File: src/rtl/flash_cmd_pkg.sv
package flash_cmd_pkg;

  localparam logic [7:0] CMD_ARRAY   = 8'hFF;
  localparam logic [7:0] CMD_STATUS  = 8'h70;
  localparam logic [7:0] CMD_CLEAR   = 8'h50;
  localparam logic [7:0] CMD_IDENT   = 8'h90;
  localparam logic [7:0] CMD_PROG_A  = 8'h40;
  localparam logic [7:0] CMD_PROG_B  = 8'h10;
  localparam logic [7:0] CMD_ERASE   = 8'h20;
  localparam logic [7:0] CMD_CONFIRM = 8'hD0;
  localparam logic [7:0] CMD_SUSPEND = 8'hB0;

  typedef enum logic [2:0] {
    M_ARRAY, M_STATUS, M_ID, M_PSETUP, M_ESETUP
  } cui_mode_e;

  typedef enum logic [2:0] {
    W_IDLE, W_PWAIT, W_PREAD, W_PWRITE, W_EWAIT, W_EWALK
  } wsm_state_e;

endpackage

File: src/rtl/flash_blkmap.sv
module flash_blkmap #(
  parameter int ADDR_W   = 9,
  parameter bit TOP_BOOT = 1'b1
) (
  input  logic [ADDR_W-1:0] addr,
  output logic              is_boot,
  output logic [ADDR_W-1:0] base,
  output logic [ADDR_W-1:0] last
);
  // block starts in units of 1/64 of the array
  localparam int U8 = 8 << (ADDR_W - 9);
  localparam int ST_T [8] = '{0, 16, 32, 48, 60, 61, 62, 64};
  localparam int ST_B [8] = '{0, 2, 3, 4, 16, 32, 48, 64};

  function automatic int start_of(int i);
    return TOP_BOOT ? ST_T[i] : ST_B[i];
  endfunction

  logic [6:1] ge;
  logic [2:0] idx;

  for (genvar g = 1; g < 7; g++) begin : g_cmp
    localparam int S = TOP_BOOT ? ST_T[g] : ST_B[g];
    assign ge[g] = ({1'b0, addr} >= (ADDR_W+1)'(S * U8));
  end

  always_comb begin
    idx = '0;
    for (int i = 1; i < 7; i++)
      if (ge[i]) idx = 3'(i);
  end

  always_comb begin
    base = '0;
    last = '0;
    for (int i = 0; i < 7; i++)
      if (idx == 3'(i)) begin
        base = ADDR_W'(start_of(i) * U8);
        last = ADDR_W'(start_of(i + 1) * U8 - 1);
      end
  end

  if (TOP_BOOT) begin : g_top
    assign is_boot = (idx == 3'd6);
  end else begin : g_bot
    assign is_boot = (idx == 3'd0);
  end
endmodule

File: src/rtl/flash_array.sv
module flash_array #(
  parameter int ADDR_W = 9
) (
  input  logic              clk,
  input  logic              we,
  input  logic [ADDR_W-1:0] addr,
  input  logic [7:0]        wd,
  output logic [7:0]        q
);
  localparam int DEPTH = 1 << ADDR_W;
  logic [7:0] mem [DEPTH];

  always_ff @(posedge clk) begin
    if (we) mem[addr] <= wd;
    q <= mem[addr];
  end
endmodule

File: src/rtl/flash_wsm.sv
module flash_wsm import flash_cmd_pkg::*; #(
  parameter int ADDR_W      = 9,
  parameter int PROG_CYCLES = 4,
  parameter int ERASE_WAIT  = 16
) (
  input  logic              clk,
  input  logic              rst,
  input  logic              start_prog,
  input  logic              start_erase,
  input  logic              susp_req,
  input  logic              resume_req,
  input  logic [ADDR_W-1:0] tgt_addr,
  input  logic [7:0]        prog_data,
  input  logic [ADDR_W-1:0] blk_base,
  input  logic [ADDR_W-1:0] blk_last,
  input  logic [7:0]        mem_q,
  output logic              busy,
  output logic              suspended,
  output logic              owns_mem,
  output logic              mem_we,
  output logic [ADDR_W-1:0] mem_addr,
  output logic [7:0]        mem_wd
);
  localparam int CMAX  = (PROG_CYCLES > ERASE_WAIT) ? PROG_CYCLES : ERASE_WAIT;
  localparam int CNT_W = $clog2(CMAX + 1);

  wsm_state_e        st_q;
  logic [CNT_W-1:0]  cnt_q;
  logic [ADDR_W-1:0] pa_q, walk_q, last_q;
  logic [7:0]        pd_q;
  logic              susp_q;
  logic              in_erase;

  assign in_erase = (st_q == W_EWAIT) || (st_q == W_EWALK);

  always_ff @(posedge clk) begin
    if (rst) begin
      st_q   <= W_IDLE;
      cnt_q  <= '0;
      pa_q   <= '0;
      pd_q   <= '0;
      walk_q <= '0;
      last_q <= '0;
      susp_q <= 1'b0;
    end else begin
      if (in_erase && susp_req) susp_q <= 1'b1;
      else if (resume_req)      susp_q <= 1'b0;
      case (st_q)
        W_IDLE: begin
          susp_q <= 1'b0;
          if (start_prog) begin
            pa_q  <= tgt_addr;
            pd_q  <= prog_data;
            cnt_q <= CNT_W'(PROG_CYCLES - 1);
            st_q  <= W_PWAIT;
          end else if (start_erase) begin
            walk_q <= blk_base;
            last_q <= blk_last;
            cnt_q  <= CNT_W'(ERASE_WAIT - 1);
            st_q   <= W_EWAIT;
          end
        end
        W_PWAIT: begin
          if (cnt_q == '0) st_q <= W_PREAD;
          else             cnt_q <= cnt_q - 1'b1;
        end
        W_PREAD:  st_q <= W_PWRITE;
        W_PWRITE: st_q <= W_IDLE;
        W_EWAIT: if (!susp_q) begin
          if (cnt_q == '0) st_q <= W_EWALK;
          else             cnt_q <= cnt_q - 1'b1;
        end
        W_EWALK: if (!susp_q) begin
          if (walk_q == last_q) st_q <= W_IDLE;
          else                  walk_q <= walk_q + 1'b1;
        end
        default: st_q <= W_IDLE;
      endcase
    end
  end

  assign busy      = (st_q != W_IDLE);
  assign suspended = susp_q;
  assign owns_mem  = busy && !susp_q;
  assign mem_addr  = in_erase ? walk_q : pa_q;
  assign mem_we    = (st_q == W_PWRITE) || ((st_q == W_EWALK) && !susp_q);
  assign mem_wd    = (st_q == W_PWRITE) ? (mem_q & pd_q) : 8'hFF;


  susp_no_write_chk: assert property (@(posedge clk) disable iff (rst)
    susp_q |-> !mem_we);


  erase_in_block_chk: assert property (@(posedge clk) disable iff (rst)
    (mem_we && st_q == W_EWALK) |-> (walk_q <= last_q));
endmodule

File: src/rtl/flash_cui.sv
module flash_cui import flash_cmd_pkg::*; (
  input  logic       clk,
  input  logic       rst,
  input  logic       wr,
  input  logic [7:0] wdata,
  input  logic       tgt_boot,
  input  logic       vpp_ok,
  input  logic       boot_unlock,
  input  logic       busy,
  input  logic       suspended,
  output cui_mode_e  mode,
  output logic [7:0] status,
  output logic       start_prog,
  output logic       start_erase,
  output logic       susp_req,
  output logic       resume_req
);
  cui_mode_e  mode_q, mode_d;
  logic [2:0] err_q, err_d;   // {erase, program, vpp}
  logic       clr_cmd;
  logic       locked;

  assign locked = tgt_boot && !boot_unlock;

  always_comb begin
    mode_d      = mode_q;
    err_d       = err_q;
    clr_cmd     = 1'b0;
    start_prog  = 1'b0;
    start_erase = 1'b0;
    susp_req    = 1'b0;
    resume_req  = 1'b0;
    if (wr) begin
      if (busy && !suspended) begin
        if (wdata == CMD_STATUS) mode_d = M_STATUS;
        susp_req = (wdata == CMD_SUSPEND);
      end else if (suspended) begin
        case (wdata)
          CMD_ARRAY:   mode_d = M_ARRAY;
          CMD_STATUS:  mode_d = M_STATUS;
          CMD_IDENT:   mode_d = M_ID;
          CMD_CLEAR:   clr_cmd = 1'b1;
          CMD_CONFIRM: begin resume_req = 1'b1; mode_d = M_STATUS; end
          default: ;
        endcase
      end else begin
        case (mode_q)
          M_PSETUP: begin
            mode_d = M_STATUS;
            if (!vpp_ok)     err_d = err_q | 3'b011;
            else if (locked) err_d = err_q | 3'b010;
            else             start_prog = 1'b1;
          end
          M_ESETUP: begin
            if (wdata != CMD_CONFIRM) begin
              err_d  = err_q | 3'b110;
              mode_d = M_ARRAY;
            end else begin
              mode_d = M_STATUS;
              if (!vpp_ok)     err_d = err_q | 3'b101;
              else if (locked) err_d = err_q | 3'b100;
              else             start_erase = 1'b1;
            end
          end
          default: begin
            case (wdata)
              CMD_ARRAY:              mode_d = M_ARRAY;
              CMD_STATUS:             mode_d = M_STATUS;
              CMD_CLEAR:              clr_cmd = 1'b1;
              CMD_IDENT:              mode_d = M_ID;
              CMD_PROG_A, CMD_PROG_B: mode_d = M_PSETUP;
              CMD_ERASE:              mode_d = M_ESETUP;
              default: ;
            endcase
          end
        endcase
      end
    end
    if (clr_cmd) err_d = 3'b000;
  end

  always_ff @(posedge clk) begin
    if (rst) begin
      mode_q <= M_ARRAY;
      err_q  <= 3'b000;
    end else begin
      mode_q <= mode_d;
      err_q  <= err_d;
    end
  end

  assign mode   = mode_q;
  assign status = {(!busy || suspended), suspended, err_q, 3'b000};


  err_sticky_chk: assert property (@(posedge clk) disable iff (rst)
    (err_q != 3'b000 && !clr_cmd) |=> ((err_q & $past(err_q)) == $past(err_q)));


  start_idle_chk: assert property (@(posedge clk) disable iff (rst)
    (start_prog || start_erase) |-> !busy);
endmodule

File: src/rtl/flash_cmd_ctrl.sv
module flash_cmd_ctrl import flash_cmd_pkg::*; #(
  parameter int         ADDR_W       = 9,
  parameter bit         TOP_BOOT     = 1'b1,
  parameter int         PROG_CYCLES  = 4,
  parameter int         ERASE_WAIT   = 16,
  parameter logic [7:0] MFR_CODE     = 8'hA7,
  parameter logic [7:0] DEV_CODE_TOP = 8'h5C,
  parameter logic [7:0] DEV_CODE_BOT = 8'h5D
) (
  input  logic              clk,
  input  logic              rst,
  input  logic              pwd_n,
  input  logic              vpp_ok,
  input  logic              boot_unlock,
  input  logic              ce_n,
  input  logic              we_n,
  input  logic              oe_n,
  input  logic [ADDR_W-1:0] addr,
  input  logic [7:0]        din,
  output logic [7:0]        dout,
  output logic              dout_oe
);
  localparam logic [7:0] DEV_CODE = TOP_BOOT ? DEV_CODE_TOP : DEV_CODE_BOT;

  logic              rst_all, wr;
  logic              bus_boot;
  logic [ADDR_W-1:0] bus_base, bus_last;
  cui_mode_e         mode;
  logic [7:0]        status;
  logic              start_prog, start_erase, susp_req, resume_req;
  logic              wsm_busy, wsm_susp, wsm_owns, mem_we;
  logic [ADDR_W-1:0] wsm_addr, mem_addr;
  logic [7:0]        mem_wd, mem_q;
  logic              oe_q, id_lsb_q;

  assign rst_all = rst || !pwd_n;
  assign wr      = !ce_n && !we_n;

  flash_blkmap #(.ADDR_W(ADDR_W), .TOP_BOOT(TOP_BOOT)) i_map (
    .addr(addr), .is_boot(bus_boot), .base(bus_base), .last(bus_last));

  flash_cui i_cui (
    .clk(clk), .rst(rst_all), .wr(wr), .wdata(din), .tgt_boot(bus_boot),
    .vpp_ok(vpp_ok), .boot_unlock(boot_unlock), .busy(wsm_busy),
    .suspended(wsm_susp), .mode(mode), .status(status),
    .start_prog(start_prog), .start_erase(start_erase),
    .susp_req(susp_req), .resume_req(resume_req));

  flash_wsm #(.ADDR_W(ADDR_W), .PROG_CYCLES(PROG_CYCLES), .ERASE_WAIT(ERASE_WAIT)) i_wsm (
    .clk(clk), .rst(rst_all), .start_prog(start_prog), .start_erase(start_erase),
    .susp_req(susp_req), .resume_req(resume_req), .tgt_addr(addr),
    .prog_data(din), .blk_base(bus_base), .blk_last(bus_last), .mem_q(mem_q),
    .busy(wsm_busy), .suspended(wsm_susp), .owns_mem(wsm_owns),
    .mem_we(mem_we), .mem_addr(wsm_addr), .mem_wd(mem_wd));

  assign mem_addr = wsm_owns ? wsm_addr : addr;

  flash_array #(.ADDR_W(ADDR_W)) i_arr (
    .clk(clk), .we(mem_we), .addr(mem_addr), .wd(mem_wd), .q(mem_q));

  always_ff @(posedge clk) begin
    if (rst_all) begin
      oe_q     <= 1'b0;
      id_lsb_q <= 1'b0;
    end else begin
      oe_q     <= !ce_n && !oe_n;
      id_lsb_q <= addr[0];
    end
  end

  always_comb begin
    case (mode)
      M_ARRAY: dout = mem_q;
      M_ID:    dout = id_lsb_q ? DEV_CODE : MFR_CODE;
      default: dout = status;
    endcase
  end
  assign dout_oe = oe_q;


  pwd_abort_chk: assert property (@(posedge clk) disable iff (rst)
    !pwd_n |=> (!wsm_busy && !dout_oe));


  boot_lock_chk: assert property (@(posedge clk) disable iff (rst_all)
    ((start_prog || start_erase) && bus_boot) |-> boot_unlock);


  vpp_gate_chk: assert property (@(posedge clk) disable iff (rst_all)
    (start_prog || start_erase) |-> vpp_ok);
endmodule

File: config.mk
export PLATFORM = sky130hd
export DESIGN_NAME = flash_cmd_ctrl
export DESIGN_NICKNAME = d
export VERILOG_FILES = /design/src/rtl/flash_cmd_pkg.sv /design/src/rtl/flash_blkmap.sv /design/src/rtl/flash_array.sv /design/src/rtl/flash_wsm.sv /design/src/rtl/flash_cui.sv /design/src/rtl/flash_cmd_ctrl.sv
export SDC_FILE = /design/constraint.sdc
export NUM_CORES = 2
export LEC_CHECK = 0
export BUFFER_PORTS_ARGS = -buffer_cell sky130_fd_sc_hd__buf_2
export CELL_PAD_IN_SITES_DETAIL_PLACEMENT = 1
export CELL_PAD_IN_SITES_GLOBAL_PLACEMENT = 2
export CORE_ASPECT_RATIO = 1.5
export CORE_MARGIN = 2
export CORE_UTILIZATION = 26
export DETAILED_ROUTE_END_ITERATION = 8
export GPL_TIMING_DRIVEN = 0
export PLACE_DENSITY_LB_ADDON = 0.1
export SYNTH_ARGS = -nofsm -noshare
export SYNTH_HDL_FRONTEND = slang
export SYNTH_HIERARCHICAL = 1
export SYNTH_SLANG_ARGS = --single-unit
File: constraint.sdc
create_clock -name clk -period 7.5 [get_ports clk]
set_clock_uncertainty 0.15 [all_clocks]
set_input_delay 1.5 -clock clk [delete_from_list [all_inputs] [get_ports clk]]
set_output_delay 1.5 -clock clk [all_outputs]
set_load 0.05 [all_outputs]
# Yosys cells after proc, flatten, opt, wreduce, memory -nomap -nowiden
# Memory sizes are Yosys's and may differ from the RTL's. A register that Yosys moved wholly into a read port is not among the register bits.
# Index checks and enable logic that the tools add are counted.
[word_totals]
regBits = 52
ramBits = 4096
in_bits = 25
memories = 1
[memory_table]
columns = ["name", "depth", "width", "rd", "rd_ports_with_merged_regs", "wr", "line", "rtl"]
rows = [
  ["i_arr.mem", 512, 8, 1, 1, 1, "flash_array.sv:11", "logic [7:0] mem [DEPTH];"],
]
[op_classes]
addsub = 2
magnitude_cmp = 6
n_eq_ne = 42
n_mux = 81
bitwise = 5
reduce_logical = 41
[op_table]
columns = ["operator", "count"]
rows = [
  ["2-to-1 mux 9 bit", 16],
  ["2-to-1 mux 3 bit", 17],
  ["greater-or-equal comparator 9 bit (second input constant)", 5],
  ["== test 8 bit (second input constant)", 4],
  ["2-to-1 mux 8 bit", 4],
  ["case mux 3 bit (5 select lines)", 2],
  ["2-to-1 mux 1 bit", 28],
  ["== test 8 x 7 -> 1 bit (second input constant)", 3],
  ["2-to-1 mux 5 bit", 4],
  ["inequality test 2 bit (second input constant)", 10],
  ["== test 3 x 2 -> 1 bit (second input constant)", 6],
  ["== test 3 bit (second input constant)", 6],
  ["case mux 9 bit (2 select lines)", 1],
  ["AND reduction 6 bit", 3],
  ["case mux 8 bit (2 select lines)", 1],
  ["case mux 5 bit (3 select lines)", 1],
  ["case mux 3 bit (2 select lines)", 2],
  ["OR reduction 2 bit", 5],
  ["adder 9 x 1 -> 9 bit (second input constant)", 1],
  ["== test 9 bit", 1],
  ["greater-or-equal comparator 9 x 8 -> 1 bit (second input constant)", 1],
  ["zero test 3 bit", 3],
  ["case mux 3 bit (3 select lines)", 1],
  ["bitwise AND 8 bit", 1],
  ["25 further kinds", 51],
]

# Longest topological paths before layout
[logic_depth]
depth_word = 19
depth_mapped = 18
depth_no_buf = 11

# Hierarchy
# Netlist, hierarchy kept.
[by_module_without_submodules]
columns = ["module", "instances", "cells_each", "area_each_um2"]
rows = [
  ["flash_array", 1, 7575, 158359.4],
  ["flash_wsm", 1, 287, 2359.8],
  ["flash_cui", 1, 89, 651.9],
  ["flash_cmd_ctrl", 1, 48, 370.4],
  ["flash_blkmap", 1, 23, 142.6],
]

# Worst setup path after synthesis
# OpenSTA, ideal clock, no wires.
[synth_timing]
kind = "register -> register"
start = "register i_wsm.st_q[2]"
end = "memory i_arr.mem[0][0], data pin"
setup_time_ps = 1390
arrival_ps = 6555
path_slack_ps = -595
path_stages_with_launch = 4
path_cell_list = "dfxtp_1 -> buf_2 -> nand3b_1 -> a21o_1"
[synth_via]
elab_chain_cells = 2
[synth_lines]
columns = ["element", "line", "rtl"]
rows = [
  ["start: declaration", "flash_wsm.sv:27", "wsm_state_e st_q;"],
  ["start signal: assignment", "flash_wsm.sv:38", "st_q <= W_IDLE;"],
  ["start signal: assignment", "flash_wsm.sv:55", "st_q <= W_PWAIT;"],
  ["start signal: assignment", "flash_wsm.sv:60", "st_q <= W_EWAIT;"],
  ["== test 3 x 2 -> 1 bit", "flash_wsm.sv:87", "assign mem_wd = (st_q == W_PWRITE) ? (mem_q & pd_q) : 8'hFF;"],
  ["2-to-1 mux 8 bit", "flash_wsm.sv:87", ""],
  ["net mem_wd[0]", "flash_cmd_ctrl.sv:33", "logic [7:0] mem_wd, mem_q;"],
  ["end: declaration", "flash_array.sv:11", ""],
]
# The timed path passes the listed nets, and every way through them passes these cells.

# Worst setup path in the final report
[layout_timing]
start = "register i_wsm.st_q[2]"
end = "register i_arr.q[1] (read register of i_arr.mem)"
[layout_via]
elab_chain_cells = 4
word_cells_on_any_way = 7
cone_classes = "2 x eq/ne; 2 x mux; 3 x reduce/logical"
[layout_lines]
columns = ["element", "line", "rtl"]
rows = [
  ["== test 3 bit", "flash_wsm.sv:34", "assign in_erase = (st_q == W_EWAIT) || (st_q == W_EWALK);"],
  ["logical OR 1 bit *", "flash_wsm.sv:34", ""],
  ["2-to-1 mux 9 bit *", "flash_wsm.sv:85", "assign mem_addr = in_erase ? walk_q : pa_q;"],
  ["net wsm_addr[6]", "flash_cmd_ctrl.sv:32", "logic [ADDR_W-1:0] wsm_addr, mem_addr;"],
  ["2-to-1 mux 9 bit *", "flash_cmd_ctrl.sv:56", "assign mem_addr = wsm_owns ? wsm_addr : addr;"],
  ["net mem_addr[6]", "flash_cmd_ctrl.sv:32", ""],
  ["end: declaration", "flash_array.sv:8", "output logic [7:0] q"],
]
# Mark *: on every way through the listed nets, which the timed path passes. The rest lies on a longest branch.
# A chain may end at the register's enable or synchronous reset.

==> metrics <==
status finished, violations left; failing checks max-capacitance violations, max-slew violations, negative setup slack; Synth Flop Type edfxtp_1; # port buffers 33; CP max FO 12; HPWL Detailed 696000 um; Worst-Margin Slew between 2 and 2.5 ns; starting density of the core 0.261; Finished Cell Area 193000 um^2; post-layout power ~50 mW; WHS Path Cells 2; fin. max-slew vios between 100 and 150; grt ovf 0; final-stage net count 8731; switching power 12.3 mW; setup repair after global routing missed its margin true; Sw Share 0.243; first-pass GRT wire length between 1000000 and 1500000 um; Cells after Synth 8022; via/cell ratio 5.50; Setup Crit Path Kind register to register; wire length per cell between 50 and 60 um; Initial DRT Pass Iterations 5; clock network fraction of total power 0.442; r2r startpoint i_wsm/st_q[2]; clock latency at the later pin of the worst-skew pair just over 1 ns; 1st-iter DRT viols 13632; Tmin final 8.01 ns; simple-gate share of the synthesized area 0.0321; max cap viols 15; Synth Area in Compound Gates 0.0384; yosys warns 6; # H-tree levels 5; initial antenna violation count 155; reg2reg path depth 13; flop2flop setup slack -0.51 ns; Setup crit start kind register; drt drc 0; share of layout cells above drive strength 1 0.254; CP Capture Type register; mapped cell area 162000 um^2; Num CTS Buffers about 430; Cells after DPL 16470; Async S/R FF share, synth 0; Die X 648 um; Post-Synth Adder-Cell Area 0.000155; Placed Area about 180000 um^2; final hold slack between 0.3 and 0.4 ns; pin count of the biggest net entering global routing 89; Logic pwr share 0.060; # IOs 34; GP Congestion roughly 0.96; final worst slack -0.508 ns; CTS root buffer clkbuf_16; vias in the first global route roughly 95000; Die Y 970 um; min-delay worst type register to register; Die ar. 629000 um^2; Post-Synth XOR/XNOR Area 0.000757; Power Dens Cells 262 nW/um^2; EDFF count, synth 4096; hold path start i_wsm/pa_q[4]; final number of setup-violating endpoints roughly 250; drt total wl 963000 um; clock sinks 4156; crit share post-route 1.07; Seq/Total Area, Yosys 0.767; LEAKAGE 44.5 nW; core area approximately 620000 um^2; vias 95623; Fmax achieved 125 MHz; GRT Total Usage 0.301; sequential share of power 0.498; FF+latch count, synth about 4200; clock slew at reported path FFs 0.07 ns; end of the worst hold path i_wsm/pa_q[4]; Yosys cell types a little under 100; combinational family with the most area after synthesis multiplexers; antenna viol nets, final 0; clock buffer depth 4; Max IR drop VDD 0.209 mV; Int Power about 38 mW; fin util 0.310; syn avg cell area 20.2 um^2; CTS Hold Bufs 0; Slew HR -0.433; row cnt 355; Layout Cells excl Fill 17392; Area Growth Syn to Fin 19.0%; worst path required time just over 8 ns; critical path arrival 8.69 ns; CTS tree yes; mux cell area share after synthesis 0.144; Setup TNS -26.91 ns; final hold vios 0; Critical R2R Capture i_arr/q[1]; pre-CTS WS -3.25 ns
-- layout by cell type (no fill, tap or decap), types with 94 or more instances in the layout --
master	netlist	layout
nand2_1	183	181
edfxtp_1	4096	4096
mux4_2	816	816
diode_2	0	118
nor2_1	578	530
clkinv_1	0	94
buf_2	191	101
a22oi_1	183	181
buf_4	71	164
clkbuf_1	213	193
mux2i_1	450	445
clkbuf_16	0	432
a21oi_1	106	102
buf_6	26	104
o22ai_1	119	119
-- synth_stat cells (8+ instances only) --
master | count | area share
a211oi_1 | 41 | 0.0019
a21o_1 | 12 | 0.00056
a21oi_1 | 106 | 0.0033
a221oi_1 | 92 | 0.0050
a22o_1 | 47 | 0.0025
a22oi_1 | 183 | 0.0085
a31oi_1 | 84 | 0.0032
a32oi_1 | 27 | 0.0015
and2_1 | 21 | 0.00081
and3_1 | 27 | 0.0010
buf_1 | 19 | 0.00044
buf_2 | 191 | 0.0059
buf_4 | 71 | 0.0033
buf_6 | 26 | 0.0018
clkbuf_1 | 213 | 0.0049
dfxtp_1 | 60 | 0.0074
edfxtp_1 | 4096 | 0.76
inv_1 | 17 | 0.00039
mux2_2 | 35 | 0.0024
mux2i_1 | 450 | 0.028
mux4_2 | 816 | 0.11
nand2_1 | 183 | 0.0042
nand2b_1 | 13 | 0.00050
nand3_1 | 57 | 0.0018
nand4_1 | 50 | 0.0019
nor2_1 | 578 | 0.013
nor2b_1 | 29 | 0.0011
nor3_1 | 40 | 0.0012
nor3b_1 | 14 | 0.00065
nor4_1 | 45 | 0.0017
o211ai_1 | 20 | 0.00093
o21ai_0 | 61 | 0.0019
o221ai_1 | 12 | 0.00065
o22ai_1 | 119 | 0.0046
o31ai_1 | 8 | 0.00037
or4_1 | 8 | 0.00037
xor2_1 | 9 | 0.00049
-- power groups by stage --
stage          clock network, mW  logic, mW  registers (mW)
2_1_floorplan                  0      0.821            25.6
3_3_place_gp                   0       2.77            25.6
3_5_place_dp                   0       2.91            25.6
4_1_cts                     22.6       2.96            25.1
5_1_grt                     23.3       2.89            25.1
6_report                    22.3       3.02            25.1
-- repair_timing --
action | CTS | global route
setup endpoints to repair | 3675 | 32
resized for setup | 313 | 32
pin swaps | 20 | 3
setup buffers | 16 | 0
-- logic make-up after synthesis --
kind of cell / count (synthesis)
AND/OR/NAND/NOR: 1125
XOR/XNOR: 14
adder cells (fa/ha/maj): 2
AO/OA/AOI/OAI: 872
flip-flops: 4156
other: 3
buffers and inverters: 548
multiplexers: 1302
-- metal layers --
layer  global-route usage  part of all wire  up-vias
met2                0.511              0.49     5322
li1                     -                 -    34846
met4                0.276              0.11       36
met5                    0           0.00029        -
met1                0.321              0.33    53715
met3               0.0507             0.064     1704
-- sequential cells by signal (all words and copies together), names as in the netlist --
name	flops
dout_oe	1
i_arr/mem	4096
i_arr/q	8
i_cui/err_q	3
i_cui/mode	3
i_wsm/cnt_q	5
i_wsm/last_q	9
i_wsm/pa_q	9
i_wsm/pd_q	8
i_wsm/st_q	3
i_wsm/suspended	1
i_wsm/walk_q	9
id_lsb_q	1
-- worst max-delay path by stage --
| stage | start | endpoint | slack (ns) |
|---|---|---|---|
| floorplan | i_wsm/st_q[2] | i_arr/mem[0][0] | 2.28 |
| global placement | i_wsm/st_q[2] | i_arr/q[0] | -5.86 |
| detailed placement | i_wsm/st_q[2] | i_arr/q[4] | -3.25 |
| CTS | i_wsm/st_q[2] | i_arr/q[4] | -0.16 |
| global route | i_wsm/st_q[2] | i_arr/q[1] | -0.12 |
| finish | i_wsm/st_q[2] | i_arr/q[1] | -0.51 |
-- critical path, stage by stage (launching register included) --
cell and delay (ns):
dfxtp_1 0.45, nor2b_2 0.34, clkbuf_4 0.35, mux2_2 0.19
mux2_2 0.29, clkbuf_1 0.38, clkbuf_1 0.89, and3_1 0.29
clkbuf_1 1.09, nand2_1 0.76, a21oi_1 1.59, or4_1 0.40
nor3_1 0.13, nand4_1 0.47
-- layout make-up --
cell class                 instances  area, um^2
antenna                          118         295
tap                             8211       10300
multi-input combinational       3325       35700
timing repair buffer             247        4340
sequential                      4156      124000
fill                           62006      429000
clock buffer                     507       11100
clock inverter                   282        2970
buffer                           526        3700
inverter                          20        77.6
No activity file was read; power rests on OpenSTA's default activity.
